$ cat src/rtl/clksel_pkg.sv
package clksel_pkg;

    // field widths
    localparam int XTAL_W = 5;
    localparam int OSC_W  = 2;
    localparam int LDIV_W = 4;
    localparam int XDIV_W = 6;
    localparam int MULT_W = 8;
    localparam int REFD_W = 4;
    localparam int DEFF_W = XDIV_W + 1;
    localparam int N_OSC  = 1 << OSC_W;

    // legacy word layout
    localparam int LG_BYP      = 0;
    localparam int LG_USEDIV   = 1;
    localparam int LG_PWRDN    = 2;
    localparam int LG_XTAL_LSB = 3;
    localparam int LG_OSC_LSB  = LG_XTAL_LSB + XTAL_W;
    localparam int LG_DIV_LSB  = LG_OSC_LSB + OSC_W;
    localparam int LG_W        = LG_DIV_LSB + LDIV_W;

    // extended word layout
    localparam int XR_EN      = 0;
    localparam int XR_BYP     = 1;
    localparam int XR_PWRDN   = 2;
    localparam int XR_OSC_LSB = 3;
    localparam int XR_DIV_LSB = XR_OSC_LSB + OSC_W;
    localparam int XR_W       = XR_DIV_LSB + XDIV_W;

    // register addresses
    localparam logic [1:0] ADDR_LG   = 2'd0;
    localparam logic [1:0] ADDR_XR   = 2'd1;
    localparam logic [1:0] ADDR_CLR  = 2'd2;
    localparam logic [1:0] ADDR_MASK = 2'd3;

    typedef enum logic [1:0] {
        PS_RAW    = 2'd0,
        PS_TO_PLL = 2'd1,
        PS_PLL    = 2'd2,
        PS_TO_RAW = 2'd3
    } path_state_e;

    typedef struct packed {
        logic              bypass;
        logic              use_div;
        logic              pwrdn;
        logic [XTAL_W-1:0] xtal;
        logic [OSC_W-1:0]  osc;
        logic [XDIV_W-1:0] sysdiv;
    } sel_cfg_t;

endpackage

$ cat src/rtl/clksel_regs.sv
module clksel_regs
    import clksel_pkg::*;
#(
    parameter int DATA_W   = 32,
    parameter int XTAL_MIN = 4,
    parameter int XTAL_MAX = 15,
    parameter int XTAL_RST = 6
) (
    input  logic              clk,
    input  logic              rst_n,
    input  logic              wr_en,
    input  logic [1:0]        wr_addr,
    input  logic [DATA_W-1:0] wr_data,
    output logic              use_div_o,
    output logic [OSC_W-1:0]  osc_o,
    output logic [XDIV_W-1:0] sysdiv_o,
    output logic              mask_o,
    output logic              clr_o,
    output logic              xtal_bad_o,
    output logic              pwr_en_o,
    output logic              byp_eff_o,
    output logic [MULT_W-1:0] mult_o,
    output logic [REFD_W-1:0] refdiv_o
);

    localparam logic [LG_W-1:0] LG_RST =
        (LG_W'(1) << LG_BYP) | (LG_W'(1) << LG_PWRDN) |
        (LG_W'(XTAL_RST) << LG_XTAL_LSB);
    localparam logic [XTAL_W-1:0] XLO = XTAL_W'(XTAL_MIN);
    localparam logic [XTAL_W-1:0] XHI = XTAL_W'(XTAL_MAX);

    logic [LG_W-1:0] lg_q;
    logic [XR_W-1:0] xr_q;
    logic            mask_q;
    sel_cfg_t        cfg;
    logic            unused_data;

    assign unused_data = ^wr_data;

    always_ff @(posedge clk or negedge rst_n) begin
        if (!rst_n) begin
            lg_q   <= LG_RST;
            xr_q   <= '0;
            mask_q <= 1'b0;
        end else if (wr_en) begin
            case (wr_addr)
                ADDR_LG:   lg_q   <= wr_data[LG_W-1:0];
                ADDR_XR:   xr_q   <= wr_data[XR_W-1:0];
                ADDR_MASK: mask_q <= wr_data[0];
                default:   ;
            endcase
        end
    end

    assign clr_o  = wr_en && (wr_addr == ADDR_CLR) && wr_data[0];
    assign mask_o = mask_q;

    // precedence: extended word overrides when enabled
    always_comb begin
        cfg.use_div = lg_q[LG_USEDIV];
        cfg.xtal    = lg_q[LG_XTAL_LSB +: XTAL_W];
        if (xr_q[XR_EN]) begin
            cfg.bypass = xr_q[XR_BYP];
            cfg.pwrdn  = xr_q[XR_PWRDN];
            cfg.osc    = xr_q[XR_OSC_LSB +: OSC_W];
            cfg.sysdiv = xr_q[XR_DIV_LSB +: XDIV_W];
        end else begin
            cfg.bypass = lg_q[LG_BYP];
            cfg.pwrdn  = lg_q[LG_PWRDN];
            cfg.osc    = lg_q[LG_OSC_LSB +: OSC_W];
            cfg.sysdiv = XDIV_W'(lg_q[LG_DIV_LSB +: LDIV_W]);
        end
    end

    // crystal table, computed
    always_comb begin
        xtal_bad_o = (cfg.xtal < XLO) || (cfg.xtal > XHI);
        if (xtal_bad_o) begin
            mult_o   = '0;
            refdiv_o = '0;
        end else begin
            mult_o   = MULT_W'({cfg.xtal, 1'b0}) + MULT_W'(8);
            refdiv_o = REFD_W'(cfg.xtal >> 2) + REFD_W'(1);
        end
    end

    assign pwr_en_o  = !cfg.pwrdn && !xtal_bad_o;
    assign byp_eff_o = cfg.bypass || !pwr_en_o;
    assign use_div_o = cfg.use_div;
    assign osc_o     = cfg.osc;
    assign sysdiv_o  = cfg.sysdiv;

endmodule

$ cat src/rtl/clksel_fsm.sv
module clksel_fsm
    import clksel_pkg::*;
(
    input  logic        clk,
    input  logic        rst_n,
    input  logic        byp_eff,
    output path_state_e state_o,
    output logic        raw_path_o,
    output logic        pll_path_o
);

    path_state_e state_q;
    path_state_e state_d;

    always_ff @(posedge clk or negedge rst_n) begin
        if (!rst_n) state_q <= PS_RAW;
        else        state_q <= state_d;
    end

    always_comb begin
        unique case (state_q)
            PS_RAW:    state_d = byp_eff ? PS_RAW : PS_TO_PLL;
            PS_TO_PLL: state_d = byp_eff ? PS_RAW : PS_PLL;
            PS_PLL:    state_d = byp_eff ? PS_TO_RAW : PS_PLL;
            PS_TO_RAW: state_d = PS_RAW;
        endcase
    end

    always_comb begin
        raw_path_o = 1'b0;
        pll_path_o = 1'b0;
        unique case (state_q)
            PS_RAW:    raw_path_o = 1'b1;
            PS_PLL:    pll_path_o = 1'b1;
            PS_TO_PLL,
            PS_TO_RAW: ;
        endcase
    end

    assign state_o = state_q;

endmodule

$ cat src/rtl/clksel_div.sv
module clksel_div
    import clksel_pkg::*;
(
    input  logic              clk,
    input  logic              rst_n,
    input  logic              active,
    input  logic              src_tick,
    input  logic [DEFF_W-1:0] ratio,
    output logic              tick_o
);

    logic [DEFF_W-1:0] cnt_q;
    logic              wrap;

    assign wrap   = cnt_q >= (ratio - DEFF_W'(1));
    assign tick_o = active && src_tick && wrap;

    always_ff @(posedge clk or negedge rst_n) begin
        if (!rst_n)        cnt_q <= '0;
        else if (!active)  cnt_q <= '0;
        else if (src_tick) cnt_q <= wrap ? '0 : cnt_q + DEFF_W'(1);
    end

endmodule

$ cat src/rtl/clksel_lock.sv
module clksel_lock (
    input  logic clk,
    input  logic rst_n,
    input  logic lock_in,
    input  logic clr,
    input  logic mask,
    output logic raw_o,
    output logic irq_o
);

    logic lock_q;
    logic raw_q;
    logic rise;

    assign rise = lock_in && !lock_q;

    always_ff @(posedge clk or negedge rst_n) begin
        if (!rst_n) begin
            lock_q <= 1'b0;
            raw_q  <= 1'b0;
        end else begin
            lock_q <= lock_in;
            if (rise)     raw_q <= 1'b1;
            else if (clr) raw_q <= 1'b0;
        end
    end

    assign raw_o = raw_q;
    assign irq_o = raw_q && mask;

endmodule

$ cat src/rtl/pll_clk_selector.sv
module pll_clk_selector
    import clksel_pkg::*;
#(
    parameter int DATA_W   = 32,
    parameter int XTAL_MIN = 4,
    parameter int XTAL_MAX = 15,
    parameter int XTAL_RST = 6
) (
    input  logic              clk,
    input  logic              rst_n,
    input  logic              wr_en,
    input  logic [1:0]        wr_addr,
    input  logic [DATA_W-1:0] wr_data,
    input  logic              pll_lock,
    input  logic [N_OSC-1:0]  osc_tick,
    input  logic              pll_tick,
    output logic              pll_pwr_en,
    output logic [MULT_W-1:0] pll_mult,
    output logic [REFD_W-1:0] pll_refdiv,
    output logic              xtal_bad,
    output logic [1:0]        src_state,
    output logic [DEFF_W-1:0] div_eff,
    output logic              sys_tick,
    output logic              lock_raw,
    output logic              lock_irq
);

    logic              use_div;
    logic [OSC_W-1:0]  osc_sel;
    logic [XDIV_W-1:0] sysdiv;
    logic              mask;
    logic              clr;
    logic              byp_eff;
    logic              raw_path;
    logic              pll_path;
    logic              div_tick;
    path_state_e       state;

    clksel_regs #(
        .DATA_W  (DATA_W),
        .XTAL_MIN(XTAL_MIN),
        .XTAL_MAX(XTAL_MAX),
        .XTAL_RST(XTAL_RST)
    ) u_regs (
        .clk       (clk),
        .rst_n     (rst_n),
        .wr_en     (wr_en),
        .wr_addr   (wr_addr),
        .wr_data   (wr_data),
        .use_div_o (use_div),
        .osc_o     (osc_sel),
        .sysdiv_o  (sysdiv),
        .mask_o    (mask),
        .clr_o     (clr),
        .xtal_bad_o(xtal_bad),
        .pwr_en_o  (pll_pwr_en),
        .byp_eff_o (byp_eff),
        .mult_o    (pll_mult),
        .refdiv_o  (pll_refdiv)
    );

    clksel_fsm u_fsm (
        .clk       (clk),
        .rst_n     (rst_n),
        .byp_eff   (byp_eff),
        .state_o   (state),
        .raw_path_o(raw_path),
        .pll_path_o(pll_path)
    );

    assign div_eff = (pll_path && use_div) ?
                     ({1'b0, sysdiv} + DEFF_W'(1)) : DEFF_W'(1);

    clksel_div u_div (
        .clk     (clk),
        .rst_n   (rst_n),
        .active  (pll_path),
        .src_tick(pll_tick),
        .ratio   (div_eff),
        .tick_o  (div_tick)
    );

    clksel_lock u_lock (
        .clk    (clk),
        .rst_n  (rst_n),
        .lock_in(pll_lock),
        .clr    (clr),
        .mask   (mask),
        .raw_o  (lock_raw),
        .irq_o  (lock_irq)
    );

    assign sys_tick  = raw_path ? osc_tick[osc_sel] : div_tick;
    assign src_state = state;

endmodule

$ cat config.mk
export PLATFORM = sky130hd
export DESIGN_NAME = pll_clk_selector
export DESIGN_NICKNAME = d
export VERILOG_FILES = /design/src/rtl/clksel_pkg.sv /design/src/rtl/clksel_regs.sv /design/src/rtl/clksel_fsm.sv /design/src/rtl/clksel_div.sv /design/src/rtl/clksel_lock.sv /design/src/rtl/pll_clk_selector.sv
export SDC_FILE = /design/constraint.sdc
export NUM_CORES = 1
export LEC_CHECK = 0
export ABC_AREA = 1
export BUFFER_PORTS_ARGS = -buffer_cell sky130_fd_sc_hd__buf_2
export CAP_MARGIN = 20
export CORE_ASPECT_RATIO = 1.25
export CORE_MARGIN = 1
export CORE_UTILIZATION = 35
export CTS_CLUSTER_DIAMETER = 120
export DETAILED_ROUTE_END_ITERATION = 8
export PLACE_DENSITY_LB_ADDON = 0.15
export SETUP_SLACK_MARGIN = 0.3
export SLEW_MARGIN = 20
export SYNTH_ARGS = -nofsm -noshare
export SYNTH_HDL_FRONTEND = slang
export SYNTH_SLANG_ARGS = --single-unit
$ cat constraint.sdc
create_clock -name clk -period 8.03 [get_ports clk]
set_clock_uncertainty 0.2 [all_clocks]
set_input_delay 0.4015 -clock clk [delete_from_list [all_inputs] [get_ports clk]]
set_output_delay 0.4015 -clock clk [all_outputs]
set_load 0.01 [all_outputs]
### After elaboration in Yosys (flattened, before gate mapping)

Cells that the tools add are included.

| cells by class | value |
|---|---|
| reduce and logical (&&, ||, !) cells | 20 |
| multiplexer cells | 20 |
| $lt $le $gt $ge | 4 |
| eq/ne operators | 7 |
| add/sub/neg operators | 5 |

Operators with widths:

| kind | number |
|---|---|
| 7-bit two-way mux | 4 |
| 8-bit two-way mux | 2 |
| 1-bit two-way mux | 10 |
| 2-bit equality test (second input constant) | 4 |
| 1-bit logical AND | 8 |
| 2-bit case mux with 4 select lines | 1 |
| 6-bit by 1-bit adder with 7-bit output (second input constant) | 1 |
| 6-bit by 4-bit adder with 7-bit output (second input constant) | 1 |
| 7-bit by 1-bit adder with 7-bit output (second input constant) | 1 |
| 7-bit greater-or-equal comparator | 1 |
| 7-bit by 1-bit subtractor with 7-bit output (second input constant) | 1 |
| 2-bit AND reduction | 3 |
| 5-bit by 4-bit > comparator with 1-bit output (second input constant) | 1 |
| 5-bit by 3-bit < comparator with 1-bit output (second input constant) | 1 |
| 3-bit by 1-bit adder with 4-bit output (second input constant) | 1 |
| 2-bit by 1-bit equality test with 1-bit output (second input constant) | 2 |
| 1-bit logical NOT | 4 |
| 2-bit logical NOT | 2 |
| 4-bit two-way mux | 1 |
| 2-bit by 3-bit < comparator with 1-bit output (second input constant) | 1 |
| 1-bit binary-select mux with 2-bit select | 1 |
| 1-bit logical OR | 2 |
| 2-bit two-way mux | 1 |
| 2-bit inequality test (second input constant) | 1 |
| 2-bit nonzero test | 1 |

| word-level totals | value |
|---|---|
| bits of input ports | 43 |
| bits in registers | 37 |
| logic and storage cells | 63 |

### Longest topological paths before layout

Gate-level depths: netlist (run 1).

| logic depth | value |
|---|---|
| depth after elaboration | 9 |
| depth in mapped cells | 22 |
| depth with buffers taken out | 22 |

### By module

From an unflattened synthesis (run 1), not the netlist that was laid out.

| second synthesis, totals | value |
|---|---|
| cell total of the unflattened synthesis | 348 |
| area total of the unflattened synthesis | 2547.4 um2 |

Modules (own cells, without submodules):

| module | cells each | seq. area each (um2) | instances | area each (um2) |
|---|---|---|---|---|
| clksel_regs | 173 | 655.6 | 1 | 1460.2 |
| clksel_div | 106 | 175.2 | 1 | 705.7 |
| pll_clk_selector | 47 | 0.0 | 1 | 209.0 |
| clksel_fsm | 13 | 50.0 | 1 | 96.3 |
| clksel_lock | 9 | 50.0 | 1 | 76.3 |

### Least setup slack after synthesis (run 1)

Ideal clock, no wire load.

| timing path | value |
|---|---|
| path type | flip-flop to output port |
| start | register u_regs.xr_q[0] |
| end | output port sys_tick |
| path buffers | 1 |
| slack | 4.856 ns |
| cell stages (with the launch flop) | 20 |
| data arrival time | 2.572 ns |
| cells stage by stage | dfrtp_1 > buf_6 > nand2_4 > nand2_4 > ha_1 > inv_1 > nor2_1 > inv_1 > ha_1 > nand2_1 > inv_2 > a21oi_1 > nor2_1 > ha_1 > a21oi_1 > nor2_1 > a211oi_1 > nand2_1 > nand3_1 > nand2_1 |

| between the ends | value |
|---|---|
| word-level cells in the longest chain between the ends | 7 |
| elaborated cells on any way between the ends | 9 |

Ends and longest elaborated chain:

| what | RTL line | text |
|---|---|---|
| start: declaration | clksel_regs.sv:33 | `logic [XR_W-1:0] xr_q;` |
| start signal: assignment | clksel_regs.sv:48 | `ADDR_XR: xr_q <= wr_data[XR_W-1:0];` |
| 8-bit two-way mux | clksel_regs.sv:62 | `if (xr_q[XR_EN]) begin` |
| 6-bit by 1-bit adder with 7-bit output | pll_clk_selector.sv:72 | `({1'b0, sysdiv} + DEFF_W'(1)) : DEFF_W'(1);` |
| 7-bit two-way mux | pll_clk_selector.sv:71 | `assign div_eff = (pll_path && use_div) ?` |
| via div_eff[1] | pll_clk_selector.sv:22 | `output logic [DEFF_W-1:0] div_eff,` |
| 7-bit by 1-bit subtractor with 7-bit output | clksel_div.sv:15 | `assign wrap = cnt_q >= (ratio - DEFF_W'(1));` |
| 7-bit greater-or-equal comparator | clksel_div.sv:15 |  |
| 1-bit logical AND | clksel_div.sv:16 | `assign tick_o = active && src_tick && wrap;` |
| 1-bit two-way mux | pll_clk_selector.sv:93 | `assign sys_tick = raw_path ? osc_tick[osc_sel] : div_tick;` |
| end: declaration | pll_clk_selector.sv:23 | `output logic sys_tick,` |

The timed path passes the listed nets, and every way through them passes these cells. The select of a mux whose other input is x is not followed.

### Worst setup path after layout (run 1)

| timing path | value |
|---|---|
| start | register u_regs.xr_q[0] |
| end | output port sys_tick |

| between the ends | value |
|---|---|
| word-level cells in the longest chain between the ends | 7 |
| elaborated cells on any way between the ends | 9 |

Ends and longest elaborated chain:

| what | RTL line |
|---|---|
| 8-bit two-way mux * | clksel_regs.sv:62 |
| 6-bit by 1-bit adder with 7-bit output | pll_clk_selector.sv:72 |
| 7-bit two-way mux | pll_clk_selector.sv:71 |
| 7-bit by 1-bit subtractor with 7-bit output | clksel_div.sv:15 |
| 7-bit greater-or-equal comparator | clksel_div.sv:15 |
| 1-bit logical AND | clksel_div.sv:16 |
| 1-bit two-way mux * | pll_clk_selector.sv:93 |

Mark *: on every way between the ends. The rest lies on a longest branch, timed or not. The select of a mux whose other input is x is not followed.

==> flow_results.org, run 1 <==
** Critical path
- Of all nets on the critical path, the largest fanout is 13.
- The worst setup path is captured at an output port.
- The critical path is of the flop to output port type.
- Measured in cells, the most critical reg-to-reg path has a length of 20.
- In this run the critical register-to-register path is launched from u_regs.xr_q[0].
- Crit path arrival time :: 3.64 ns
- The worst register-to-register path has a setup slack of 4.12 ns.
- STA puts the critical path data required time at 7.43 ns.
- Capture instance of the worst register-to-register path :: u_div.cnt_q[6]
- Source of the critical timing path :: u_regs.xr_q[0]
- CP startpoint kind :: flop
- Worst setup endpoint :: sys_tick

** STA
- After layout, the minimum clock period comes to 4.24 ns.
- Measured against its own limit, the worst slew margin works out to 46.2%.
- Setup repair after global routing left no endpoint under its margin.
- Setup TNS after final layout :: 0 ns
- Pin slew with the least headroom to its limit :: 0.807 ns
- Count of final max-slew check failures :: 0
- The total count of hold-check failures in the final report was 0.
- Timing would allow up to 236 MHz.
- Final worst path period share :: 52.8%
- Final Setup Violations :: 0

** Yosys
- The cell area that synthesis handed to floorplanning was 2360 µm².
- Ys async rst share :: 100%
- Of the total synthesized cell area, the portion taken by XOR and XNOR cells is 2.60%.
- The synthesized netlist contains 38 unique library cells.
- For this run, the register share of the synthesized area comes to 39.5%.
- Avg Cell Area, Syn :: 7.85 µm²
- sky130_fd_sc_hd__dfrtp_1 takes more of the synthesized area than any other cell.
- The synthesized netlist devotes 5.84% of its cell area to adder and majority cells.
- The cell count after synthesis came out at 300.
- The top cell type by area accounts for 35.1% of the synthesized area.
- The synthesized netlist devotes 29.9% of its cell area to simple gates.
- Yosys mapped a number of flops with a built-in enable equal to 0.
- Of the post-synthesis cell area, the part taken by muxes is 2.28%.
- Dominant combinational cell family by area after synthesis :: simple AND/OR/NAND/NOR gates
- During synthesis, Yosys emitted a total of 0 warnings.
- Summing the areas of all compound-gate instances in the mapped netlist gives 8.39% of the synthesized area.
- Sorting the synthesized cells by area gives the leading types as sky130_fd_sc_hd__dfrtp_1 35%, sky130_fd_sc_hd__nand2_1 12%, sky130_fd_sc_hd__inv_1 6.7%.
- For this run, the leading register cell type out of synthesis is sky130_fd_sc_hd__dfrtp_1.
- Seq cells post-synth :: 37

** Run
- Max-cap violations in this run came to 0.

** Route
- Routed wire length per instance :: 10.8 µm
- The routed design has 4.69 mm of wire.
- First-pass detailed-route iteration total :: 4
- For this block, the initial DRC count from the detailed router was 53.
- Routed vias/inst :: 4.47
- The detail route stage leaves a number of antenna-violating nets equal to 0.
- For this run, design rule violations remaining after detail routing come to 0.
- Detailed-route via count :: 1930

** Outcome
- Status :: complete, no violations

** Cells and area
- The number of antenna diodes in the final layout is 0.
- The post-route netlist has 26.1% of its cells at a drive strength greater than 1.
- Leaving out fill and tap cells, the most frequent cell in the layout is sky130_fd_sc_hd__nand2_1.
- For this run, the share of the core covered by cells in the final layout is 42.1%.
- The area growth from synthesis to layout is 16.5%.
- Counting the fill cells in the layout gives 704.
- For this run, the post-layout net count is 398.
- The library cells used most frequently in the layout, excluding fill and tap cells, are 75 x sky130_fd_sc_hd__nand2_1, 46 x sky130_fd_sc_hd__buf_2, 42 x sky130_fd_sc_hd__inv_1.

** Clock network
- Post-CTS setup buffers :: 0
- The clock passes through at most 2 buffers.
- After clock tree synthesis, the clock-pin slew on the worst setup and hold paths is 0.08 ns.
- Hold_buf cts :: 0
- CTS built an H-tree with a depth of 2.
- After clock tree synthesis, the repair step resized 0 gates.
- Number of CTS-inserted buffers :: 5
- Root Buffer Master :: sky130_fd_sc_hd__clkbuf_8
- TritonCTS built the clock tree.
- Clock latency on the worst-skew pair, taken at its later pin, is 0.28 ns.
- CTS sink count :: 37

** Die
- For this configuration, the core starts out at a cell density of 36.1%.
- Horizontal extent of the die :: 75.4 µm
- The core region is 6520 µm².
- The die covers 7070 µm².
- Ports placed on the boundary :: 69
- Floorplan row count :: 33
- Measured along the y axis, the die boundary spans 93.7 µm.

** Power
- In this run the power density over the cells is 201 nW/µm².
- For this design the static power due to leakage is 1.55 nW.
- The worst-case IR drop observed on VDD is 0.0898 mV.

** Placement
- IO Port Bufs :: 46
- Final weighted congestion in routability-driven placement :: 0.823
- Detailed placement ended at an HPWL of 3.60 mm.

** Global route
- Met2 Usage GRT :: 26.0%
- Initial antenna violation count :: 0
- After global routing, the most crowded layer is met2.
- For met3 alone, demand over resource in global routing was 3.22%.
- GRT Resource Usage Total :: 15.2%
- Met1 Usage GRT :: 18.2%
- Maximum number of pins on one net before global-route repair :: 38
- The via count of the first global-routing pass is 1833.
- Total overflow reported by the global router :: 0
- The first global-routing pass estimated 8.05 mm of wire.

** Min path
- Type of the worst min-delay path :: primary input to async pin
-- layer usage --
layer / vias up / part of all wire (%)
li1: 1019 / -
met1: 855 / 48
met2: 46 / 46
met3: 10 / 3.7
met4: 0 / 2.3
met5: - / 0
-- worst max-delay path, cell delays in order (launching register included) --
cell and delay [ns]:
sky130_fd_sc_hd__dfrtp_1 0.78, sky130_fd_sc_hd__inv_2 0.21, sky130_fd_sc_hd__nand2_1 0.14, sky130_fd_sc_hd__nand2_2 0.11
sky130_fd_sc_hd__ha_1 0.30, sky130_fd_sc_hd__inv_1 0.05, sky130_fd_sc_hd__nor2_1 0.15, sky130_fd_sc_hd__inv_1 0.06
sky130_fd_sc_hd__ha_1 0.19, sky130_fd_sc_hd__nand2_1 0.08, sky130_fd_sc_hd__inv_2 0.05, sky130_fd_sc_hd__a21oi_1 0.13
sky130_fd_sc_hd__nor2_1 0.06, sky130_fd_sc_hd__ha_1 0.28, sky130_fd_sc_hd__a21oi_1 0.16, sky130_fd_sc_hd__nor2_1 0.06
sky130_fd_sc_hd__a211oi_1 0.17, sky130_fd_sc_hd__nand2_1 0.10, sky130_fd_sc_hd__nand3_1 0.07, sky130_fd_sc_hd__nand2_1 0.05
sky130_fd_sc_hd__buf_2 0.13
-- synthesized netlist by cell type (3+ instances only) --
| master | count |
|---|---|
| sky130_fd_sc_hd__ha_1 | 11 |
| sky130_fd_sc_hd__dfstp_2 | 4 |
| sky130_fd_sc_hd__xor2_1 | 5 |
| sky130_fd_sc_hd__inv_1 | 42 |
| sky130_fd_sc_hd__dfrtp_1 | 33 |
| sky130_fd_sc_hd__nand2_1 | 75 |
| sky130_fd_sc_hd__nand2_4 | 7 |
| sky130_fd_sc_hd__nand3_1 | 13 |
| sky130_fd_sc_hd__a21oi_1 | 3 |
| sky130_fd_sc_hd__o21ai_0 | 24 |
| sky130_fd_sc_hd__inv_2 | 8 |
| sky130_fd_sc_hd__clkbuf_1 | 4 |
| sky130_fd_sc_hd__mux2_2 | 3 |
| sky130_fd_sc_hd__nand2_2 | 7 |
| sky130_fd_sc_hd__nor2_1 | 18 |
| sky130_fd_sc_hd__nand4_1 | 6 |
| sky130_fd_sc_hd__o21ai_1 | 4 |
| sky130_fd_sc_hd__buf_4 | 7 |
-- report_power, final --
part           switching (mW)  leakage, nW  internal, mW  total (mW)
combinational          0.0919         1.03        0.0566       0.148
sequential             0.0228        0.460         0.214       0.237
clock                  0.0651       0.0585         0.101       0.166
total                   0.180         1.55         0.372       0.551
-- area by class of cell --
cell class / instances / area [µm²] / share of cell area [%]
tap: 87 / 109 / 3.97
multi-input combinational: 204 / 1170 / 42.6
sequential: 37 / 931 / 33.9
clock buffer: 7 / 86.3 / 3.15
clock inverter: 1 / 30.0 / 1.09
inverter: 50 / 188 / 6.84
timing repair buffer: 46 / 230 / 8.39
-- sequential cells by signal, indices dropped and copies added (netlist names), named ones only --
signal and cells:
u_regs.xr_q 11, u_fsm.state_o 1, u_regs.lg_q 14, u_div.cnt_q 7, u_lock.raw_o 1, u_lock.lock_q 1
u_regs.mask_o 1
-- worst min-delay path by stage --
| stage | slack (ns) | from | to |
|---|---|---|---|
| after floorplan | -0.09 | rst_n | async pin |
| after global placement | 0.21 | u_lock.lock_q | u_lock.raw_o |
| after detailed placement | 0.22 | u_lock.lock_q | u_lock.raw_o |
| after CTS | 0.03 | pll_lock | u_lock.lock_q |
| after global routing | 0.02 | pll_lock | u_lock.lock_q |
| final | 0.002 | rst_n | u_div.cnt_q[3] |
-- stage by stage --
step / power, mW / area [µm²] / worst slack [ns] / instances / hold WS, ns
after CTS: 0.561 / 2740 / 3.75 / 432 / 0.0296
after global placement: 0.389 / 2630 / 4.14 / 424 / 0.214
after floorplan: 0.347 / 2370 / 4.86 / 303 / -0.0941
after detailed placement: 0.391 / 2630 / 4.09 / 424 / 0.224
final: 0.551 / 2740 / 3.79 / 432 / 0.00173
after global routing: 0.595 / 2740 / 3.45 / 432 / 0.0200
-- cell families after synthesis --
family	Yosys count
simple gates	140
other cells	1
xor+xnor	7
buf+inv	62
flops	37
mux	5
fa+ha+maj	11
compound gates	37
Power figures use the tool's default switching activity.
==> inputs of run 2 (changes only) <==
==> constraint.sdc (replaced) <==
create_clock -name clk -period 4 [get_ports clk]
set_clock_uncertainty 0.2 [all_clocks]
set_input_delay 0.2 -clock clk [delete_from_list [all_inputs] [get_ports clk]]
set_output_delay 0.2 -clock clk [all_outputs]
set_load 0.01 [all_outputs]
==> run 2 against run 1 <==
Die area did not move. Register-to-register slack got worse by 3.4 ns. Cell count is 5.3% higher. Flip-flop and latch count stayed put. Wire length increased by 2.9%. Critical path type unchanged.
==> flow_results.org, run 2 (synthesis results as in run 1) <==
** Cells and area
- Most frequent standard cell in the layout excluding fill and tap cells :: sky130_fd_sc_hd__nand2_1 (unchanged)
- Fillcell total :: 685 (was 704)
- Most frequent cells in the layout: 75 x sky130_fd_sc_hd__nand2_1, 46 x sky130_fd_sc_hd__buf_2, 41 x sky130_fd_sc_hd__inv_1 (was 75 x sky130_fd_sc_hd__nand2_1, 46 x sky130_fd_sc_hd__buf_2, 42 x sky130_fd_sc_hd__inv_1).
- The register ranked first by flip-flop count is u_regs.lg_q (unchanged).
- The post-route standard cell area excluding fillers was 2960 µm² (was 2740 µm²).
- The flip-flop count of the largest register, all copies and words added came to 14 (unchanged).
- Regs by FF count :: u_regs.lg_q x14, u_regs.xr_q x11, u_div.cnt_q x7 (unchanged)
- Area added between synthesis and finish :: 25.6% (was 16.5%)
- The final cell count without fillers came to 455 (was 432).
- The proportion of layout cells with a drive suffix above 1 is 28.8% (was 26.1%).
- The count of antenna diodes in the layout was 0 (unchanged).
- Final core area utilization :: 45.4% (was 42.1%)
- # nets final :: 421 (was 398)

** STA
- Final worst-path setup slack :: 0.558 ns (was 3.79 ns)
- Maximum operating frequency :: 290 MHz
- The number of slew-limit violations in the final report is 0 (unchanged).
- Slew HR :: 43.4% (was 46.2%)
- The worst hold margin was 0.00448 ns (was 0.00173 ns).
- Final worst path period share :: 86.1%
- Final critical path time including I/O delays and setup :: 3.44 ns
- The setup violation total in the final timing report is 0 (unchanged).
- Pin slew with the least headroom to its limit :: 0.849 ns (was 0.807 ns)
- Setup repair after global routing missed its margin: false (unchanged).
- Setup TNS after final layout :: 0 ns (unchanged)
- The total count of hold-check failures in the final report is 0 (unchanged).

** Placement
- The total instance count after detailed placement is 425 (was 424).
- Detailed Place HPWL :: 3.59 mm (was 3.60 mm)
- Placement Cell Area :: 2640 µm² (was 2630 µm²)
- The count of input and output buffers is 46 (unchanged).
- Final weighted congestion in routability-driven placement :: 0.836 (was 0.823)
- Post-placement worst setup slack :: 0.376 ns (was 4.09 ns)

** Route
- The remaining antenna violation count after routing came to 0 (unchanged).
- Routed wire length per instance :: 10.6 µm (was 10.8 µm)
- The DRC marker count from the first detailed-route iteration was 43 (was 53).
- DRC Markers :: 0 (unchanged)
- The total number of vias came to 2003 (was 1930).
- The final wirelength came to 4.82 mm (was 4.69 mm).
- The number of optimization iterations in the first detailed-route pass was 4 (unchanged).
- Routed vias/inst :: 4.40 (was 4.47)

** Power
- The total power of the final layout was 1.07 mW (was 551 µW).
- Peak ir drop on the vdd network :: 0.230 mV (was 0.0898 mV)
- The leakage power total came to 1.64 nW (was 1.55 nW).
- Pwr/cell area :: 361 nW/µm² (was 201 nW/µm²)

** Critical path
- The kind of end point of the critical path is an output port (unchanged).
- The worst-case register-to-register setup slack was 0.69 ns (was 4.12 ns).
- The buffers plus inverters on the worst setup path was 5 (unchanged).
- CP startpoint kind :: flop (unchanged)
- The highest cell delay on the worst timing path came to 0.47 ns (was 0.78 ns).
- The required time at the worst-slack endpoint was 3.60 ns (was 7.43 ns).
- The data arrival time of the worst path is 3.04 ns (was 3.64 ns).
- Kind of critical path :: flop to output port (unchanged)
- The family with the most delay on the worst path is simple AND/OR/NAND/NOR gates (unchanged).
- The critical-path maximum fanout was 6 (was 13).
- Cell at the slowest stage of the critical path :: sky130_fd_sc_hd__dfrtp_2 (was sky130_fd_sc_hd__dfrtp_1)
- Crit path cell chain :: buf_4 > nand2_4 > nand2_4 > ha_4 > inv_2 > nor2_2 > inv_1 > ha_2 > nand2_1 > inv_2 > nand2_2 > nor2_4 > nand3_1 > nand2_1 > ha_1 > nand2_1 > nor2_1 > a211oi_1 > nand2_1 > nand3_1 > nand2_1 > buf_2 (was inv_2 > nand2_1 > nand2_2 > ha_1 > inv_1 > nor2_1 > inv_1 > ha_1 > nand2_1 > inv_2 > a21oi_1 > nor2_1 > ha_1 > a21oi_1 > nor2_1 > a211oi_1 > nand2_1 > nand3_1 > nand2_1 > buf_2)
- Most Frequent Cell on Critical Path :: sky130_fd_sc_hd__nand2_1 (unchanged)

** Die
- Die ar. :: 7070 µm² (unchanged)
- The starting density of the core was 36.1% (unchanged).
- The placement row count came to 33 (unchanged).
- Ports placed on the boundary :: 69 (unchanged)
- The vertical extent of the die came to 93.7 µm (unchanged).
- Horizontal extent of the die :: 75.4 µm (unchanged)
- The standard cell core area was 6520 µm² (unchanged).

** Clock network
- The clock-pin slew on the worst setup and hold paths is 0.08 ns (about the same).
- The clock latency on the worst-skew pair was 0.28 ns (about the same).
- The maximum count of clock buffers along a single path came to 2 (unchanged).
- The clock tree from TritonCTS was done (unchanged).
- The clock sink count was 37 (unchanged).
- The root buffer selected by CTS is sky130_fd_sc_hd__clkbuf_8 (unchanged).
- The maximum level of the CTS H-tree came to 2 (unchanged).
- Number of CTS-inserted buffers :: 5 (unchanged)

** Global route
- The maximum number of pins on one net before global-route repair came to 38 (unchanged).
- The via count of the first global-routing pass came to 1835 (was 1833).
- Initial antenna violation count :: 0 (unchanged)
- The total grt overflow is 0 (unchanged).
- Global-route wire length before repair :: 8.15 mm (was 8.05 mm)
- The all-layer global routing usage is 15.3% (was 15.2%).

** Outcome
- Status :: complete, no violations (unchanged)

** Run
- The reported max-cap violation count was 0 (unchanged).

** Min path
- The class of the most critical hold timing path is primary input to flop (was primary input to async pin).
-- run 2: repair_timing --
action / in CTS / in global routing
pin swaps: 0 / 5
setup buffers: 0 / 7
endpoints found under the hold margin: 56 / 0
gates resized for setup: 1 / 9
hold buffers: 15 / 0
endpoints found under the setup margin: 1 / 8
-- run 2: final timing paths --
check,from,depth (start not counted),end
worst max-delay path,u_regs.xr_q[0],22,sys_tick
worst min-delay path,wr_data[0],3,u_regs.lg_q[0]
worst min register to register,u_lock.lock_q,1,u_lock.raw_o
max in group asynchronous,rst_n,2,u_regs.xr_q[0]
worst max register to register,u_regs.xr_q[0],22,u_div.cnt_q[5]
min in group asynchronous,rst_n,2,u_div.cnt_q[3]
-- run 2: final cells by class --
type | instances | area (µm²) | area share, %
multi-input cells | 204 | 1200 | 40.5
inverters | 50 | 193 | 6.51
well taps | 87 | 109 | 3.68
flip-flops and latches | 37 | 932 | 31.5
clock buffers | 5 | 68.8 | 2.33
clock inverters | 3 | 17.5 | 0.592
repair buffers | 69 | 440 | 14.9
-- run 2: metal layers --
layer | vias to the layer above | wire, µm | GRT usage (%)
met2 | 39 | 2280 | 26.0
li1 | 1063 | - | -
met5 | - | 0 | 0
met3 | 5 | 159 | 3.00
met4 | 0 | 56 | 4.63
met1 | 896 | 2320 | 19.3
-- run 2: tightest hold or removal path: stages --
cell                      delay, ns
sky130_fd_sc_hd__buf_2         0.09
sky130_fd_sc_hd__inv_1         0.09
sky130_fd_sc_hd__o21ai_0       0.10
-- run 2: report_power, final --
part / leakage [nW] / switching, mW / internal (mW)
sequential: 0.459 / 0.0393 / 0.430
clock: 0.0439 / 0.135 / 0.120
combinational: 1.13 / 0.200 / 0.144
==> inputs of run 3 (changes only) <==
--- a/config.mk
+++ b/config.mk
@@ -14,6 +14,7 @@
 export CTS_CLUSTER_DIAMETER = 120
 export DETAILED_ROUTE_END_ITERATION = 8
 export PLACE_DENSITY_LB_ADDON = 0.15
+export REMOVE_ABC_BUFFERS = 1
 export SETUP_SLACK_MARGIN = 0.3
 export SLEW_MARGIN = 20
 export SYNTH_ARGS = -nofsm -noshare
==> run 3 against run 2 <==
Via count about the same. Flip-flop and latch count did not move. Global-route usage is 0.59 points higher. Die area unchanged. Maximum frequency fell by 3.2%. Clock-buffer cell count up 3. Non-clock buffer count is 4 lower. Critical path type unchanged. Largest power group unchanged. Highest routed layer unchanged.
==> flow_results.org, run 3 (synthesis results as in run 1) <==
** STA
- Final-layout worst hold slack :: 0.0200 ns (was 0.00448 ns)
- Final critical path time including I/O delays and setup :: 3.55 ns (was 3.44 ns)
- Final worst path period share :: 88.9% (was 86.1%)
- The achievable frequency was 281 MHz (was 290 MHz).
- Final Setup Violations :: 0 (unchanged)
- The total count of hold-check failures in the final report was 0 (unchanged).
- The number of slew-limit violations in the final report came to 0 (unchanged).
- Setup repair after global routing missed its margin :: true (was false)
- Setup TNS after final layout :: 0 ns (unchanged)
- Pin slew with the least headroom to its limit :: 0.835 ns (was 0.849 ns)
- The max-slew headroom at the worst pin came to 44.4% (was 43.4%).

** Clock network
- The clock latency on the worst-skew pair is 0.29 ns (was 0.28 ns).
- The clock-pin slew on the worst setup and hold paths was 0.07 ns (was 0.08 ns).
- CTS H-tree lvls :: 2 (unchanged)
- Maximum number of buffers from clock root to sink :: 2 (unchanged)
- The clock tree from TritonCTS is done (unchanged).
- The number of buffers added by the clock tree synthesis step is 5 (unchanged).
- The clock sink count came to 37 (unchanged).
- The root buffer selected by CTS is sky130_fd_sc_hd__clkbuf_8 (unchanged).

** Placement
- Final weighted congestion in routability-driven placement :: 0.815 (was 0.836)
- The count of input and output buffers came to 46 (unchanged).
- Placement Cell Area :: 2640 µm² (unchanged)
- Detailed Place HPWL :: 3.60 mm (was 3.59 mm)

** Cells and area
- The flip-flop count of the largest register, all copies and words added was 14 (unchanged).
- # nets final :: 417 (was 421)
- Finished Cell Area :: 2910 µm² (was 2960 µm²)
- Multi-input combinational cell area :: 1180 µm² (was 1200 µm²)
- Top register by number of flip-flops :: u_regs.lg_q (unchanged)
- Regs by FF count :: u_regs.lg_q x14, u_regs.xr_q x11, u_div.cnt_q x7 (unchanged)
- The footprint of the flip-flops and latches is 932 µm² (unchanged).
- Most frequent standard cell in the layout excluding fill and tap cells :: sky130_fd_sc_hd__nand2_1 (unchanged)
- The count of fill cells added during filler insertion came to 713 (was 685).
- Fraction of final layout cells with drive strength greater than 1 :: 26.1% (was 28.8%)
- Antenna diode count :: 0 (unchanged)
- Final core area utilization :: 44.6% (was 45.4%)
- The area growth from synthesis to final layout was 23.6% (was 25.6%).
- Most frequent cells in the layout :: 75 x sky130_fd_sc_hd__nand2_1, 46 x sky130_fd_sc_hd__buf_2, 42 x sky130_fd_sc_hd__inv_1 (was 75 x sky130_fd_sc_hd__nand2_1, 46 x sky130_fd_sc_hd__buf_2, 41 x sky130_fd_sc_hd__inv_1)

** Critical path
- The kind of end point of the critical path is an output port (unchanged).
- CP startpoint kind :: flop (unchanged)
- CP Data Required Time :: 3.60 ns (about the same)
- The data arrival time of the worst path came to 3.15 ns (was 3.04 ns).
- The critical-path maximum fanout came to 4 (was 6).
- The worst setup path category was flop to output port (unchanged).

** Route
- Final routed wirelength across all metal layers :: 4.89 mm (was 4.82 mm)
- The number of optimization iterations in the first detailed-route pass was 4 (unchanged).
- Routed vias/inst :: 4.44 (was 4.40)
- The average wire per cell in the routed design was 10.8 µm (was 10.6 µm).
- Post-route ant nets :: 0 (unchanged)
- Initial DRC Count :: 109 (was 43)
- DRC Markers :: 0 (unchanged)
- Detailed-route via count :: 2001 (was 2003)

** Run
- Count of maximum capacitance violations :: 0 (unchanged)

** Power
- The leakage power total came to 1.62 nW (was 1.64 nW).
- Pwr/cell area :: 364 nW/µm² (was 361 nW/µm²)
- The peak ir drop on the vdd network came to 0.209 mV (was 0.230 mV).

** Global route
- Initial antenna violation count :: 0 (unchanged)
- GRT Resource Usage Total :: 15.9% (was 15.3%)
- Global-route wire length before repair :: 8.49 mm (was 8.15 mm)
- Maximum number of pins on one net before global-route repair :: 38 (unchanged)
- Via count of the first global-routing pass :: 1919 (was 1835)
- Total overflow reported by the global router :: 0 (unchanged)

** Min path
- The class of the most critical hold timing path is primary input to flop (unchanged).

** Die
- Horizontal extent of the die :: 75.4 µm (unchanged)
- The placement row count came to 33 (unchanged).
- The standard cell core area was 6520 µm² (unchanged).
- The top-level I/O count is 69 (unchanged).
- Die ar. :: 7070 µm² (unchanged)
- Die Height :: 93.7 µm (unchanged)
- The starting density of the core came to 36.1% (unchanged).

** Outcome
- Status: complete, no violations (unchanged).
==> run 3: cell count changes in the layout (fill, tap and decap cells not counted), moves of 2 or more <==
| cell | previous run | this run |
|---|---|---|
| sky130_fd_sc_hd__clkinv_2 | 2 | 0 |
| sky130_fd_sc_hd__clkbuf_1 | 0 | 2 |
| sky130_fd_sc_hd__ha_1 | 9 | 11 |
| sky130_fd_sc_hd__buf_4 | 8 | 3 |
==> run 3: final cells by class <==
type | instances | area share [%]
Clock buffer | 8 | 3.09
Multi-Input combinational cell | 204 | 40.4
Timing Repair Buffer | 65 | 14.2
Inverter | 50 | 6.53
Tap cell | 87 | 3.74
Sequential cell | 37 | 32.0
==> run 3: repair_timing <==
| action | in CTS | in global routing |
|---|---|---|
| pin swaps | 0 | 0 |
| gates cloned | 0 | 0 |
| hold endpoints to repair | 57 | 0 |
| gates resized for setup | 1 | 3 |
| setup endpoints to repair | 8 | 8 |
| hold buffers | 16 | 0 |
| buffers inserted | 2 | 0 |
==> run 3: worst paths after layout <==
kind                                   to  slack, ns  cells after the start            from
hold reg to reg              u_lock.raw_o       0.23                      1   u_lock.lock_q
setup reg to reg           u_div.cnt_q[0]       0.59                     21  u_regs.xr_q[0]
hold / removal               u_lock.raw_o       0.02                      3      wr_addr[0]
min in group asynchronous  u_div.cnt_q[5]       0.34                      2           rst_n
max in group asynchronous  u_regs.xr_q[0]       2.67                      2           rst_n
setup / recovery                 sys_tick       0.45                     21  u_regs.xr_q[0]
==> run 3: critical path, cell delays in order (launching register included) <==
cell and delay (ns):
sky130_fd_sc_hd__dfrtp_2 0.45, sky130_fd_sc_hd__buf_4 0.16, sky130_fd_sc_hd__nand2_4 0.05, sky130_fd_sc_hd__nand2_4 0.06, sky130_fd_sc_hd__ha_1 0.27, sky130_fd_sc_hd__inv_1 0.05, sky130_fd_sc_hd__nor2_2 0.13, sky130_fd_sc_hd__inv_1 0.06
sky130_fd_sc_hd__ha_1 0.18, sky130_fd_sc_hd__nand2_1 0.08, sky130_fd_sc_hd__inv_2 0.06, sky130_fd_sc_hd__nand2_2 0.08, sky130_fd_sc_hd__nor2_4 0.03, sky130_fd_sc_hd__nor2_1 0.13, sky130_fd_sc_hd__ha_1 0.26, sky130_fd_sc_hd__a21oi_1 0.15
sky130_fd_sc_hd__nor2_1 0.07, sky130_fd_sc_hd__a211oi_2 0.19, sky130_fd_sc_hd__nand2_1 0.13, sky130_fd_sc_hd__nand3_1 0.10, sky130_fd_sc_hd__nand2_1 0.05, sky130_fd_sc_hd__buf_2 0.13
==> run 3: metrics by stage <==
| step | cells | power [mW] | worst slack, ns |
|---|---|---|---|
| final | 451 | 1.06 | 0.445 |
| after global routing | 451 | 1.14 | 0.235 |
| after CTS | 451 | 1.08 | 0.373 |
| after detailed placement | 425 | 0.784 | 0.249 |
| after global placement | 425 | 0.779 | 0.347 |
| after floorplan | 291 | 0.683 | 0.645 |
==> run 3: metal layers <==
layer	vias up	wire (µm)	track usage, %
met4	0	105	6.94
met1	900	2190	18.8
li1	1057	-	-
met5	-	0	0
met2	37	2440	27.6
met3	7	148	2.68
==> run 3: report_power, final <==
group / internal (mW) / leakage, nW / switching (mW)
sequential: 0.430 / 0.459 / 0.0380
clock: 0.141 / 0.0455 / 0.129
combinational: 0.130 / 1.12 / 0.194
